$ cat config.mk
export PLATFORM = sky130hd
export DESIGN_NAME = dma_prio_arb
export DESIGN_NICKNAME = d
export VERILOG_FILES = /design/src/rtl/dma_arb_pkg.sv /design/src/rtl/dma_rr_order.sv /design/src/rtl/dma_req_src.sv /design/src/rtl/dma_prio_pick.sv /design/src/rtl/dma_prio_arb.sv
export SDC_FILE = /design/constraint.sdc
export NUM_CORES = 1
export LEC_CHECK = 0
export BUFFER_PORTS_ARGS = -buffer_cell sky130_fd_sc_hd__buf_2
export CORE_UTILIZATION = 57
export CTS_CLUSTER_DIAMETER = 50
export DETAILED_ROUTE_END_ITERATION = 8
export PLACE_DENSITY_LB_ADDON = 0.12
export SYNTH_ARGS = -nofsm -noshare
export SYNTH_HDL_FRONTEND = slang
export SYNTH_SLANG_ARGS = --single-unit
$ cat constraint.sdc
create_clock -name clk -period 3.86 [get_ports clk]
set_clock_uncertainty 0.15 [all_clocks]
set_input_delay 0.579 -clock clk [delete_from_list [all_inputs] [get_ports clk]]
set_output_delay 0.579 -clock clk [all_outputs]
set_load 0.05 [all_outputs]
$ cat src/rtl/dma_arb_pkg.sv
package dma_arb_pkg;

    localparam int NCH = 4;
    localparam int CW  = $clog2(NCH);

    typedef logic [CW-1:0] ch_t;
    // rank 0 is the highest priority
    typedef ch_t [NCH-1:0] order_t;

    typedef enum logic [1:0] {
        MODE_FIX_A = 2'b00,
        MODE_FIX_B = 2'b01,
        MODE_FIX_C = 2'b10,
        MODE_ROT   = 2'b11
    } mode_e;

    typedef enum logic {
        ST_IDLE = 1'b0,
        ST_BUSY = 1'b1
    } arb_state_e;

    function automatic order_t base_order();
        order_t o;
        for (int k = 0; k < NCH; k++) begin
            o[k] = CW'(k);
        end
        return o;
    endfunction

    function automatic order_t fixed_order(input logic [1:0] m);
        order_t o;
        unique case (m)
            2'b01:   o = {2'd1, 2'd3, 2'd2, 2'd0};
            2'b10:   o = {2'd3, 2'd1, 2'd0, 2'd2};
            default: o = base_order();
        endcase
        return o;
    endfunction

endpackage

$ cat src/rtl/dma_rr_order.sv
module dma_rr_order
    import dma_arb_pkg::*;
(
    input  logic   clk,
    input  logic   rst_n,
    input  logic   rot_en,
    input  logic   adv,
    input  ch_t    adv_ch,
    output order_t ord_q
);

    order_t ord_d;
    order_t rot;
    ch_t    pos;

    always_comb begin
        pos = '0;
        for (int k = 0; k < NCH; k++) begin
            if (ord_q[k] == adv_ch) begin
                pos = CW'(k);
            end
        end
        rot = ord_q;
        for (int k = 0; k < NCH - 1; k++) begin
            if (k >= int'(pos)) begin
                rot[k] = ord_q[k+1];
            end
        end
        rot[NCH-1] = adv_ch;
    end

    always_comb begin
        if (!rot_en) begin
            ord_d = base_order();
        end else if (adv) begin
            ord_d = rot;
        end else begin
            ord_d = ord_q;
        end
    end

    always_ff @(posedge clk or negedge rst_n) begin
        if (!rst_n) begin
            ord_q <= base_order();
        end else begin
            ord_q <= ord_d;
        end
    end

endmodule

$ cat src/rtl/dma_req_src.sv
module dma_req_src
    import dma_arb_pkg::*;
(
    input  logic           clk,
    input  logic           rst_n,
    input  logic [NCH-1:0] sw_req,
    input  logic [NCH-1:0] per_route,
    input  logic [NCH-1:0] per_irq,
    input  logic [NCH-1:0] burst_sel,
    input  logic           done_acc,
    input  ch_t            done_ch,
    input  logic           done_last,
    output logic [NCH-1:0] req_eff,
    output logic [NCH-1:0] irq_mask
);

    logic [NCH-1:0] pend_q;

    for (genvar i = 0; i < NCH; i++) begin : g_ch
        logic clr;
        logic pend_d;

        always_comb begin
            clr = done_acc && (done_ch == CW'(i)) && (!burst_sel[i] || done_last);
            if (!per_route[i]) begin
                pend_d = 1'b0;
            end else begin
                pend_d = (pend_q[i] && !clr) || per_irq[i];
            end
        end

        always_ff @(posedge clk or negedge rst_n) begin
            if (!rst_n) begin
                pend_q[i] <= 1'b0;
            end else begin
                pend_q[i] <= pend_d;
            end
        end

        assign req_eff[i]  = per_route[i] ? pend_q[i] : sw_req[i];
        assign irq_mask[i] = per_route[i];
    end

endmodule

$ cat src/rtl/dma_prio_pick.sv
module dma_prio_pick
    import dma_arb_pkg::*;
(
    input  order_t         ord,
    input  logic [NCH-1:0] req,
    output logic           hit,
    output ch_t            win
);

    always_comb begin
        hit = 1'b0;
        win = '0;
        for (int k = NCH - 1; k >= 0; k--) begin
            if (req[ord[k]]) begin
                hit = 1'b1;
                win = ord[k];
            end
        end
    end

endmodule

$ cat src/rtl/dma_prio_arb.sv
module dma_prio_arb
    import dma_arb_pkg::*;
(
    input  logic                 clk,
    input  logic                 rst_n,
    input  logic [1:0]           mode_sel,
    input  logic [NCH-1:0]       sw_req,
    input  logic [NCH-1:0]       per_route,
    input  logic [NCH-1:0]       per_irq,
    input  logic [NCH-1:0]       burst_sel,
    input  logic                 unit_done,
    input  logic [CW-1:0]        unit_ch,
    input  logic                 unit_last,
    output logic [NCH-1:0]       grant,
    output logic [CW-1:0]        grant_ch,
    output logic                 grant_vld,
    output logic [NCH-1:0]       irq_mask
);

    arb_state_e     state_q, state_d;
    ch_t            gch_q, gch_d;
    logic [NCH-1:0] req_eff;
    logic           done_acc;
    logic           rot_en;
    order_t         rr_ord;
    order_t         act_ord;
    logic           hit;
    ch_t            win;

    assign done_acc = (state_q == ST_BUSY) && unit_done && (unit_ch == gch_q);
    assign rot_en   = (mode_e'(mode_sel) == MODE_ROT);
    assign act_ord  = rot_en ? rr_ord : fixed_order(mode_sel);

    dma_req_src u_src (
        .clk       (clk),
        .rst_n     (rst_n),
        .sw_req    (sw_req),
        .per_route (per_route),
        .per_irq   (per_irq),
        .burst_sel (burst_sel),
        .done_acc  (done_acc),
        .done_ch   (gch_q),
        .done_last (unit_last),
        .req_eff   (req_eff),
        .irq_mask  (irq_mask)
    );

    dma_rr_order u_rr (
        .clk    (clk),
        .rst_n  (rst_n),
        .rot_en (rot_en),
        .adv    (done_acc),
        .adv_ch (gch_q),
        .ord_q  (rr_ord)
    );

    dma_prio_pick u_pick (
        .ord (act_ord),
        .req (req_eff),
        .hit (hit),
        .win (win)
    );

    // next-state logic
    always_comb begin
        state_d = state_q;
        gch_d   = gch_q;
        unique case (state_q)
            ST_IDLE: begin
                if (hit) begin
                    state_d = ST_BUSY;
                    gch_d   = win;
                end
            end
            ST_BUSY: begin
                if (done_acc) begin
                    state_d = ST_IDLE;
                end
            end
        endcase
    end

    // state register
    always_ff @(posedge clk or negedge rst_n) begin
        if (!rst_n) begin
            state_q <= ST_IDLE;
            gch_q   <= '0;
        end else begin
            state_q <= state_d;
            gch_q   <= gch_d;
        end
    end

    // outputs
    always_comb begin
        grant     = '0;
        grant_ch  = '0;
        grant_vld = 1'b0;
        unique case (state_q)
            ST_IDLE: ;
            ST_BUSY: begin
                grant[gch_q] = 1'b1;
                grant_ch     = gch_q;
                grant_vld    = 1'b1;
            end
        endcase
    end

endmodule

=== After elaboration in Yosys (flattened, before gate mapping) ===
Cells that the tools add are included.

* Bitwise gates (word level): 1
* Muxes and demuxes: 42
* Reductions and logical operators: 36
* Equality and inequality tests: 14
* $lt $le $gt $ge: 9

{| class="wikitable"
|+ Operator list
! operator !! number
|-
| 8-bit 2-to-1 mux || 3
|-
| 1-bit 2-to-1 mux || 21
|-
| 2-bit 2-to-1 mux || 10
|-
| 8-bit case mux with 2 select lines || 1
|-
| 1-bit logical AND || 15
|-
| 2-bit by 3-bit < comparator with 1-bit output (second input constant) || 5
|-
| 1-bit binary-select mux with 2-bit select || 4
|-
| 2-bit equality test || 4
|-
| 2-bit equality test (second input constant) || 4
|-
| 1-bit logical NOT || 8
|-
| 1-bit logical OR || 8
|-
| 2-bit by 1-bit != test with 1-bit output (second input constant) || 4
|-
| 2-bit AND reduction || 4
|-
| 2-bit by 1-bit equality test with 1-bit output (second input constant) || 2
|-
| 1-bit by 2-bit >= comparator with 1-bit output (first input constant) || 2
|-
| 4-bit 2-to-1 mux || 1
|-
| 1-bit demux with 2-bit select || 1
|-
| 2-bit by 1-bit >= comparator with 1-bit output (second input constant) || 1
|-
| 2-bit >= comparator (first input constant) || 1
|-
| 2-bit logical NOT || 1
|-
| 1-bit case mux with 2 select lines || 1
|-
| 1-bit NOT || 1
|}

* Register bits: 15
* Logic and storage cells: 112
* Output and inout bits: 11
* Input port bits: 24

=== Logic depth before layout (Yosys ltp) ===
Gate-level depths: netlist of the first run.

* Depth after elaboration: 11
* Depth in mapped cells: 8
* Mapped depth without buffers: 8

=== By module ===
A second synthesis of the first run with hierarchy kept.

* Cells, all modules: 140
* Area, all modules: 1,320.0 µm²

{| class="wikitable"
|+ By module, submodules not included
! module !! area an instance (µm²) !! sequential area each (µm²) !! cells each !! times used
|-
| dma_rr_order || 410.4 || 205.2 || 37 || 1
|-
| dma_prio_arb || 332.8 || 75.1 || 36 || 1
|-
| dma_req_src || 289.0 || 100.1 || 28 || 1
|-
| dma_prio_pick || 287.8 || 0.0 || 39 || 1
|}

=== Worst setup path after synthesis of the first run ===
OpenSTA, ideal clock, no wires.

* Path type: register to output
* From: register state_q
* To: output port grant[2]
* Data required time: 3,131 ps
* Buffers on the path: 0
* Cell stages (with the launch flop): 3
* Path slack: 1,109 ps
* Arrival: 2,022 ps
* Path through: dfrtp_1 -> and2_1 -> nor2b_1

* Longest elaborated chain between the ends: 1

{| class="wikitable"
|+ RTL lines
! what !! line !! source
|-
| start: declaration || dma_prio_arb.sv:20 || <nowiki>arb_state_e state_q, state_d;</nowiki>
|-
| start signal: assignment || dma_prio_arb.sv:89 || <nowiki>state_q <= state_d;</nowiki>
|-
| 4-bit 2-to-1 mux || dma_prio_arb.sv:99 || <nowiki>unique case (state_q)</nowiki>
|-
| end: declaration || dma_prio_arb.sv:14 || <nowiki>output logic [NCH-1:0] grant,</nowiki>
|}

Every way passes these cells.

=== Worst setup path after layout of the first run ===
* From: input port mode_sel[0]
* To: register gch_q[0]

* Longest elaborated chain between the ends: 10
* Elaborated cells on any way between the ends: 22
* Classes of those cells: eq/ne: 3; mux: 18; reduce/logical: 1

{| class="wikitable"
|+ RTL lines
! what !! line !! source
|-
| start: declaration || dma_prio_arb.sv:6 || <nowiki>input logic [1:0] mode_sel,</nowiki>
|-
| 2-bit equality test or 2-bit by 1-bit equality test with 1-bit output (tied branches) || dma_arb_pkg.sv:32 || <nowiki>unique case (m)</nowiki>
|-
| 8-bit case mux with 2 select lines || dma_arb_pkg.sv:32 ||
|-
| 8-bit 2-to-1 mux * || dma_prio_arb.sv:32 || <nowiki>assign act_ord = rot_en ? rr_ord : fixed_order(mode_sel);</nowiki>
|-
| 1-bit binary-select mux with 2-bit select || dma_prio_pick.sv:14 || <nowiki>if (req[ord[k]]) begin</nowiki>
|-
| 1-bit 2-to-1 mux (not written as such) || dma_prio_pick.sv:14 ||
|-
| 1-bit 2-to-1 mux (4 in series) || dma_prio_pick.sv:14 ||
|-
| 2-bit AND reduction (no source line) || - ||
|-
| end signal: assignment || dma_prio_arb.sv:90 || <nowiki>gch_q <= gch_d;</nowiki>
|-
| end: declaration || dma_prio_arb.sv:21 || <nowiki>ch_t gch_q, gch_d;</nowiki>
|}

Mark *: on every way between the ends. The rest lies on a longest branch, timed or not. The select of a mux whose other input is x is not followed.
A chain may end at the register's enable or synchronous reset.

==> run_results.csv, run 1 <==
group,metric,value,unit
clock_network,clk_pin_slew_worst_paths,0.10,ns
global_route,grt_overflow,0,
timing,maxSlewHeadroom,49.43,%
timing,finalSetupViolCount,0,
global_route,grt_pass1_wl,4995,um
cells_and_area,insertedDiodeCount,0,
die,fp-row-count,17,
setup_path,arrival,2.91,ns
routing,num_vias,1164,
setup_path,worstReg2RegEnd,"u_rr.ord_q[1]",
routing,vias_per_cell,5.820,
setup_path,rr_worst_depth,6,
setup_path,cpMaxStageDelayCell,"ha_1",
synthesis,synth_area,1385,um^2
timing,finalHoldViolCount,0,
routing,drc_errors,0,
synthesis,synth-simple-area-share,13.73,%
power_and_ir_drop,p_per_area,489.8,nW/um^2
clock_network,h-tree-depth,1,
setup_path,crit_chain,"buf_2 -> ha_1 -> mux2i_2 -> mux2_4 -> mux2i_2 -> a21oi_2 -> a41oi_2 -> mux2_1",
timing,clock.fmax,347.5,MHz
synthesis,yosys_warnings,0,
cells_and_area,nets,204,
setup_path,r2r_slack,1.46,ns
die,dieArea,2631,um^2
die,io_pins,35,
timing,finalCritPeriodShare,74.55,%
die,die_x,51.30,um
clock_network,clock_path_buffers,2,
global_route,grt_max_degree,16,
global_route,grtUsageTotal,25.99,%
synthesis,yosys.area.top_type,"dfrtp_1",
setup_path,cp-end-kind,"flip-flop",
synthesis,synthCells,144,
setup_path,worstReg2RegStart,"gch_q[1]",
synthesis,synth-edff-count,0,
setup_path,cp_max_fo,13,
die,die-height,51.30,um
power_and_ir_drop,total_power,0.7623,mW
timing,drv_slew,0,
synthesis,avgSynthCellArea,9.619,um^2
die,start_util,61.43,%
synthesis,synth_fp_nets,175,
setup_path,critPathMostFrequentCell,"mux2i_2",
synthesis,ys_ff_latch,15,
synthesis,yosys.area_share.adder,6.323,%
synthesis,synth_compound_area_share,23.13,%
synthesis,synth.distinct_cells,49,
setup_path,startpoint_type,"primary input",
cells_and_area,area_growth,12.38,%
synthesis,synthMuxAreaShare,16.44,%
clock_network,cts.sink_count,15,
setup_path,crit_required,3.89,ns
timing,tns,0,ns
cells_and_area,drive_gt1_share,34.88,%
routing,wl,3111,um
timing,worstMarginPinSlew,0.7375,ns
clock_network,cts_made_buffers,3,
setup_path,cpPeakStageDelay,0.51,ns
clock_network,cts_resized,0,
synthesis,synthTopCellsByCount,"dfrtp_1 (11), nand2_1 (11), inv_1 (10)",
clock_network,cts_tree,"done",
synthesis,synth-async-reset-ratio,100.0,%
routing,drt-pass1-iter-count,4,
power_and_ir_drop,power_leakage,0.7487,nW
placed_design,dp_hpwl,2364,um
routing,postRouteAntennaNets,0,
timing,finalCriticalPeriod,2.877,ns
synthesis,synth_top_family_by_area,"compound AO/OA/AOI/OAI gates",
die,core,2255,um^2
placed_design,gp_congestion,0.8010,
power_and_ir_drop,ir_drop,0.4576,mV
synthesis,yosysSeqAreaShare,27.46,%
timing,grt_setup_unrepaired,"false",
clock_network,clockRootBuffer,"clkbuf_4",
job,drv_cap,0,
routing,routedWlPerCell,15.56,um
setup_path,critical_path_class,"primary input to flip-flop",
clock_network,ctsHoldBuffers,0,
synthesis,synth_top_area_share,19.87,%
synthesis,synthTopCellsByArea,"dfrtp_1 (20%), dfstp_2 (7.6%), ha_1 (6.3%), mux2i_1 (5.8%), xnor2_1 (4.4%)",
clock_network,cts_setup_buffers,0,
outcome,status,"complete, no violations",
setup_path,cp-startpoint,"mode_sel[0]",
global_route,grt_pass1_vias,1111,
routing,drt_iter0_markers,35,
synthesis,yosys_most_used_dff,"dfrtp_1",
min_path,hp-class,"primary input to asynchronous set/reset pin",
placed_design,io_buffer_count,34,
global_route,antenna_found_initial,0,
clock_network,clk_latency,0.29,ns
synthesis,synth-xor-area-share,5.601,%
==> final cells by class <==
type | instances | area, um^2
repair buffers | 34 | 170.2
multi-input cells | 109 | 903.4
clock buffers | 3 | 22.52
flip-flops and latches | 15 | 380.4
inverters | 10 | 37.54
clock inverters | 1 | 7.507
fillers | 192 | 698.2
well taps | 28 | 35.03
==> logic make-up (layout without fill, tap and decap cells) <==
family | Yosys count | count (layout)
DFF | 15 | 15
buffers and inverters | 20 | 48
and+or+nand+nor | 36 | 36
AOI/OAI and AO/OA | 39 | 39
muxes | 19 | 19
xor gates and xnor gates | 8 | 8
adders and majority gates | 7 | 7
==> worst max-delay path: cells and delay by family <==
family,cells,cell delay [ns]
buffers and inverters,1,0.13
adders and majority gates,1,0.51
AOI/OAI and AO/OA,2,0.34
muxes,4,1.34
==> how the worst max path moves through the flow <==
stage,slack (ns),to,cells past startpoint
detailed placement,0.67,gch_q[0],8
finish,0.98,gch_q[0],8
global route,0.86,gch_q[1],8
CTS,0.99,gch_q[0],8
global placement,0.80,gch_q[0],8
floorplan,1.11,grant[2],2
==> flip-flops by register name, indices dropped and copies added (netlist names) <==
register,flops
u_rr.ord_q,8
u_src.pend_q,4
gch_q,2
state_q,1
==> placed cells by master (no fill, tap or decap), types with 3 or more instances in the layout <==
cell | Yosys | routed
and2_1 | 3 | 3
buf_2 | 3 | 34
clkbuf_4 | 0 | 3
dfrtp_1 | 11 | 11
dfstp_2 | 4 | 4
ha_1 | 7 | 7
inv_1 | 10 | 10
mux2_2 | 4 | 4
mux2i_1 | 8 | 8
nand2_1 | 11 | 11
nor2_1 | 7 | 7
nor2b_1 | 7 | 7
o21a_1 | 4 | 4
o21ai_0 | 7 | 7
xnor2_1 | 7 | 7
==> stage by stage <==
stage	worst slack, ns	utilization (%)	hold slack (ns)	cell area (um^2)	std cells
2_1_floorplan	1.109	-	0.1334	1385	144
3_3_place_gp	0.8029	67.70	0.3411	1526	196
3_5_place_dp	0.6745	67.70	0.3490	1526	196
4_1_cts	0.9924	69.03	0.02709	1556	200
5_1_grt	0.8606	69.03	0.02921	1556	200
6_report	0.9826	69.03	0.03098	1556	200
==> metal layers <==
metal | GRT usage, % | share of wire, % | wire length, um | vias to the layer above
li1 | - | - | - | 571
met1 | 33.15 | 43 | 1349 | 538
met3 | 3.869 | 5.9 | 183 | 8
met4 | 7.207 | 1.4 | 44 | 0
met2 | 45.39 | 49 | 1533 | 47
met5 | 0 | 0 | 0 | -
==> power breakdown <==
group	leakage, nW	internal (mW)	total (mW)	switching [mW]
Sequential	0.181	0.190	0.257	0.0672
Clock	0.0139	0.0394	0.0969	0.0575
Combinational	0.554	0.159	0.408	0.249
Total	0.749	0.389	0.762	0.374
Power figures use the tool's default switching activity.
==> run 2: changes to the inputs <==
--- a/config.mk
+++ b/config.mk
@@ -6,7 +6,7 @@
 export NUM_CORES = 1
 export LEC_CHECK = 0
 export BUFFER_PORTS_ARGS = -buffer_cell sky130_fd_sc_hd__buf_2
-export CORE_UTILIZATION = 57
+export CORE_UTILIZATION = 48
 export CTS_CLUSTER_DIAMETER = 50
 export DETAILED_ROUTE_END_ITERATION = 8
 export PLACE_DENSITY_LB_ADDON = 0.12
==> constraint.sdc (replaced) <==
create_clock -name clk -period 2.5 [get_ports clk]
set_clock_uncertainty 0.15 [all_clocks]
set_input_delay 0.375 -clock clk [delete_from_list [all_inputs] [get_ports clk]]
set_output_delay 0.375 -clock clk [all_outputs]
set_load 0.05 [all_outputs]
==> run_results.csv, run 2 (synthesized netlist as in run 1, its figures left out) <==
group,metric,value,unit
outcome,status,"complete, no violations",
setup_path,startpoint_type,"flip-flop",
placed_design,pre_cts_ws,-0.04722,ns
die,die-height,55.72,um
routing,num_vias,1222,
global_route,grt_pass1_vias,1245,
cells_and_area,insertedDiodeCount,0,
cells_and_area,drive_gt1_share,41.05,%
power_and_ir_drop,ir_drop,0.7880,mV
cells_and_area,largest_reg_flops,8,
power_and_ir_drop,power_leakage,0.8369,nW
cells_and_area,area_growth,22.67,%
setup_path,critPathBufInv,0,
clock_network,clk_latency,0.29,ns
die,fp-row-count,19,
die,start_util,50.66,%
timing,clock.fmax,435.9,MHz
timing,finalCriticalPeriod,2.294,ns
clock_network,cts_setup_buffers,0,
routing,postRouteAntennaNets,0,
min_path,min-delay-start,"per_irq[3]",
routing,drt_iter0_markers,33,
power_and_ir_drop,p_per_area,731.9,nW/um^2
routing,routedWlPerCell,15.57,um
clock_network,cts_made_buffers,3,
job,drv_cap,0,
timing,finalHoldViolCount,0,
power_and_ir_drop,switching_share,47.82,%
cells_and_area,largest-register,"u_rr.ord_q",
die,io_pins,35,
global_route,antenna_found_initial,0,
cells_and_area,reg_top3,"u_rr.ord_q x8, u_src.pend_q x4, gch_q x2",
global_route,grt_pass1_wl,5906,um
setup_path,cp-end-kind,"flip-flop",
placed_design,gp_congestion,0.8657,
clock_network,h-tree-depth,1,
setup_path,cpPeakStageDelay,0.58,ns
timing,finalCritPeriodShare,91.77,%
global_route,grtUsageTotal,24.04,%
min_path,min_path_cells,2,
placed_design,dp_cells,216,
setup_path,crit_required,2.52,ns
setup_path,arrival,2.32,ns
clock_network,clock_path_buffers,2,
routing,drc_errors,0,
min_path,hp-class,"primary input to flip-flop",
placed_design,dp_hpwl,2743,um
cells_and_area,final_cell_mix,"buf_2 (34), buf_4 (17), nand2_1 (11), dfrtp_1 (11), inv_1 (10)",
timing,post-route-worst-setup-slack,0.2056,ns
die,dieArea,3104,um^2
cells_and_area,nets,222,
cells_and_area,layout_commonest_cell,"buf_2",
clock_network,clockRootBuffer,"clkbuf_4",
setup_path,cpLargestDelayFamily,"multiplexers",
setup_path,cpMaxStageDelayCell,"mux2i_1",
die,die_x,55.72,um
setup_path,cp_max_fo,8,
clock_network,cts_resized,0,
routing,drt-pass1-iter-count,4,
power_and_ir_drop,p_switching,0.5946,mW
timing,worstMarginPinSlew,0.7131,ns
power_and_ir_drop,p_int,0.6490,mW
routing,vias_per_cell,5.529,
cells_and_area,final_util,62.15,%
setup_path,rr_worst_depth,6,
timing,maxSlewHeadroom,51.10,%
power_and_ir_drop,seqPwrFrac,28.4,%
setup_path,cp-startpoint,"u_src.pend_q[2]",
placed_design,io_buffer_count,34,
clock_network,clk_pin_slew_worst_paths,0.09,ns
power_and_ir_drop,power_frac_comb,59.9,%
timing,grt_setup_unrepaired,"false",
clock_network,cts_tree,"done",
timing,drv_slew,0,
power_and_ir_drop,p_clk_share,11.7,%
setup_path,critical_path_class,"flip-flop to flip-flop",
die,core,2734,um^2
global_route,grt_max_degree,16,
clock_network,cts.sink_count,15,
setup_path,worstReg2RegStart,"u_src.pend_q[2]",
setup_path,crit_cells,6,
timing,tns,0,ns
setup_path,crit_chain,"mux2i_1 -> mux2_4 -> mux2i_2 -> a21oi_2 -> a41oi_2 -> mux2_1",
global_route,grt_overflow,0,
routing,wl,3442,um
cells_and_area,finalNonFillerCells,221,
timing,finalSetupViolCount,0,
run 2: final timing paths:
kind	end	slack, ns
worst max-delay path	gch_q[1]	0.21
max in group asynchronous	u_rr.ord_q[7]	1.53
worst min-delay path	u_src.pend_q[3]	0.15
worst min register to register	u_rr.ord_q[5]	0.37
min in group asynchronous	u_rr.ord_q[4]	0.37
worst max register to register	gch_q[1]	0.21
run 2: layer usage:
| metal | routed length (um) | up-vias | share of wire, % | track usage, % |
|---|---|---|---|---|
| met5 | 0 | - | 0 | 0 |
| met4 | 31 | 0 | 0.90 | 6.786 |
| met3 | 124 | 4 | 3.6 | 4.419 |
| met2 | 1631 | 31 | 47 | 39.76 |
| met1 | 1655 | 580 | 48 | 32.15 |
| li1 | - | 607 | - | - |
run 2: area by class of cell:
class	instances	area, um^2
well taps	31	38.79
repair buffers	52	307.8
multi-input cells	109	908.4
fillers	228	1035
inverters	10	37.54
clock buffers	4	26.28
flip-flops and latches	15	380.4
run 2: repair_timing:
action                                  CTS  global route
hold endpoints to repair                 11             0
endpoints found under the setup margin    0             0
hold buffers                              1             0
run 2: through the flow:
step | power [mW] | cell area (um^2) | hold slack, ns
final | 1.244 | 1699 | 0.1478
after global routing | 1.327 | 1699 | 0.1377
after floorplan | 0.9167 | 1390 | -0.07059
after global placement | 1.076 | 1663 | 0.1490
after detailed placement | 1.097 | 1663 | 0.1567
after CTS | 1.246 | 1699 | 0.1465
run 2: power groups by stage:
stage / Combinational [mW] / Sequential, mW / Clock, mW
6_report: 0.745 / 0.353 / 0.145
5_1_grt: 0.797 / 0.364 / 0.166
3_5_place_dp: 0.740 / 0.356 / 0
4_1_cts: 0.745 / 0.352 / 0.149
2_1_floorplan: 0.558 / 0.358 / 0
3_3_place_gp: 0.721 / 0.355 / 0
==> run 3: changes to the inputs <==
--- a/config.mk
+++ b/config.mk
@@ -9,6 +9,7 @@
 export CORE_UTILIZATION = 48
 export CTS_CLUSTER_DIAMETER = 50
 export DETAILED_ROUTE_END_ITERATION = 8
+export GPL_TIMING_DRIVEN = 0
 export PLACE_DENSITY_LB_ADDON = 0.12
 export SYNTH_ARGS = -nofsm -noshare
 export SYNTH_HDL_FRONTEND = slang
==> run_results.csv, run 3 (synthesized netlist as in run 1, its figures left out) <==
group,metric,value,unit
outcome,status,"complete, no violations",
clock_network,cts_made_buffers,3,
timing,grt_setup_unrepaired,"false",
timing,finalHoldViolCount,0,
cells_and_area,final_cell_mix,"buf_2 (37), nand2_1 (11), dfrtp_1 (11)",
clock_network,clk_latency,0.28,ns
timing,post-route-worst-setup-slack,0.08059,ns
timing,finalCriticalPeriod,2.419,ns
min_path,hp-class,"primary input to flip-flop",
setup_path,cp-end-kind,"flip-flop",
timing,hold_ws,0.1517,ns
cells_and_area,nets,215,
timing,finalCritPeriodShare,96.78,%
cells_and_area,reg_top3,"u_rr.ord_q x8, u_src.pend_q x4, gch_q x2",
global_route,grtUsageTotal,22.56,%
global_route,antenna_found_initial,0,
setup_path,critical_path_class,"primary input to flip-flop",
power_and_ir_drop,p_per_area,742.5,nW/um^2
clock_network,clock_path_buffers,2,
global_route,grt_overflow,0,
clock_network,clk_pin_slew_worst_paths,0.10,ns
die,die_x,55.72,um
clock_network,cts_setup_buffers,0,
cells_and_area,final_util,60.55,%
power_and_ir_drop,ir_drop,0.7999,mV
routing,drt-pass1-iter-count,7,
setup_path,r2r_slack,0.17,ns
timing,drv_slew,0,
min_path,min_to,"u_src.pend_q[3]",
setup_path,crit_required,2.52,ns
clock_network,cts_tree,"done",
die,core,2734,um^2
min_path,min_path_cells,2,
routing,num_vias,1225,
global_route,grt_pass1_wl,5582,um
placed_design,dp_hpwl,2610,um
power_and_ir_drop,power_leakage,0.7974,nW
setup_path,cp_max_fo,5,
cells_and_area,drive_gt1_share,38.80,%
routing,drt_iter0_markers,50,
cells_and_area,insertedDiodeCount,0,
placed_design,gp_congestion,0.8761,
timing,worstMarginPinSlew,0.7246,ns
placed_design,pre_cts_ws,-0.3023,ns
die,die-height,55.72,um
routing,postRouteAntennaNets,0,
clock_network,h-tree-depth,1,
power_and_ir_drop,total_power,1.229,mW
global_route,grt_max_degree,16,
placed_design,io_buffer_count,34,
die,start_util,50.66,%
timing,clock.fmax,413.3,MHz
setup_path,arrival,2.44,ns
routing,drc_errors,0,
job,drv_cap,0,
min_path,min-delay-start,"per_irq[3]",
die,io_pins,35,
cells_and_area,area_growth,19.51,%
timing,finalSetupViolCount,0,
cells_and_area,largest-register,"u_rr.ord_q",
setup_path,rr_worst_depth,6,
die,dieArea,3104,um^2
clock_network,cts.sink_count,15,
routing,routedWlPerCell,15.68,um
die,fp-row-count,19,
setup_path,startpoint_type,"primary input",
routing,vias_per_cell,5.724,
cells_and_area,largest_reg_flops,8,
routing,wl,3355,um
clock_network,clockRootBuffer,"clkbuf_4",
timing,maxSlewHeadroom,50.31,%
global_route,grt_pass1_vias,1204,
cells_and_area,layout_commonest_cell,"buf_2",
setup_path,worstReg2RegEnd,"gch_q[1]",
setup_path,worstReg2RegStart,"u_src.pend_q[2]",
-- run 3: timing repair --
item                       4_1_cts  5_1_grt
hold buffers                     1        0
hold endpoints to repair        11        0
resized for setup                1        2
setup endpoints to repair        1        2
pin swaps                        0        1
-- run 3: worst max-delay path by stage --
stage                      from  endpoint
finish              mode_sel[0]  gch_q[1]
global route        mode_sel[0]  gch_q[1]
CTS                 mode_sel[0]  gch_q[1]
detailed placement  mode_sel[0]  gch_q[1]
global placement    mode_sel[0]  gch_q[1]
floorplan               state_q  grant[0]
-- run 3: final cells by class --
| cell class | count | area, um^2 |
|---|---|---|
| clock buffer | 3 | 22.52 |
| buffer | 10 | 63.81 |
| inverter | 10 | 37.54 |
| multi-input combinational | 109 | 927.1 |
| clock inverter | 1 | 5.005 |
| timing repair buffer | 35 | 180.2 |
| fill | 238 | 1079 |
| tap | 31 | 38.79 |
| sequential | 15 | 380.4 |
-- run 3: report_power, final --
group / switching, mW / total (mW) / internal [mW]
registers: 0.0554 / 0.349 / 0.294
logic: 0.459 / 0.738 / 0.279
clock network: 0.0827 / 0.142 / 0.0594
-- run 3: critical path: stages --
cell,delay [ns]
buf_2,0.14
inv_1,0.09
ha_1,0.33
mux2i_4,0.26
mux2_4,0.34
mux2i_2,0.22
a21oi_2,0.07
a41oi_2,0.26
mux2_1,0.36
-- run 3: per-layer routing --
metal	up-vias	routed length (um)	track usage, %
li1	594	-	-
met3	2	104	2.326
met2	24	1728	39.93
met4	0	20	6.071
met5	-	0	0
met1	605	1502	29.23
-- run 3: stage by stage --
step	cell area, um^2	std cells	setup TNS (ns)
final	1655	214	0
after CTS	1645	214	0
after global placement	1599	209	-0.4231
after floorplan	1390	144	0
after global routing	1655	214	0
after detailed placement	1599	209	-0.5968
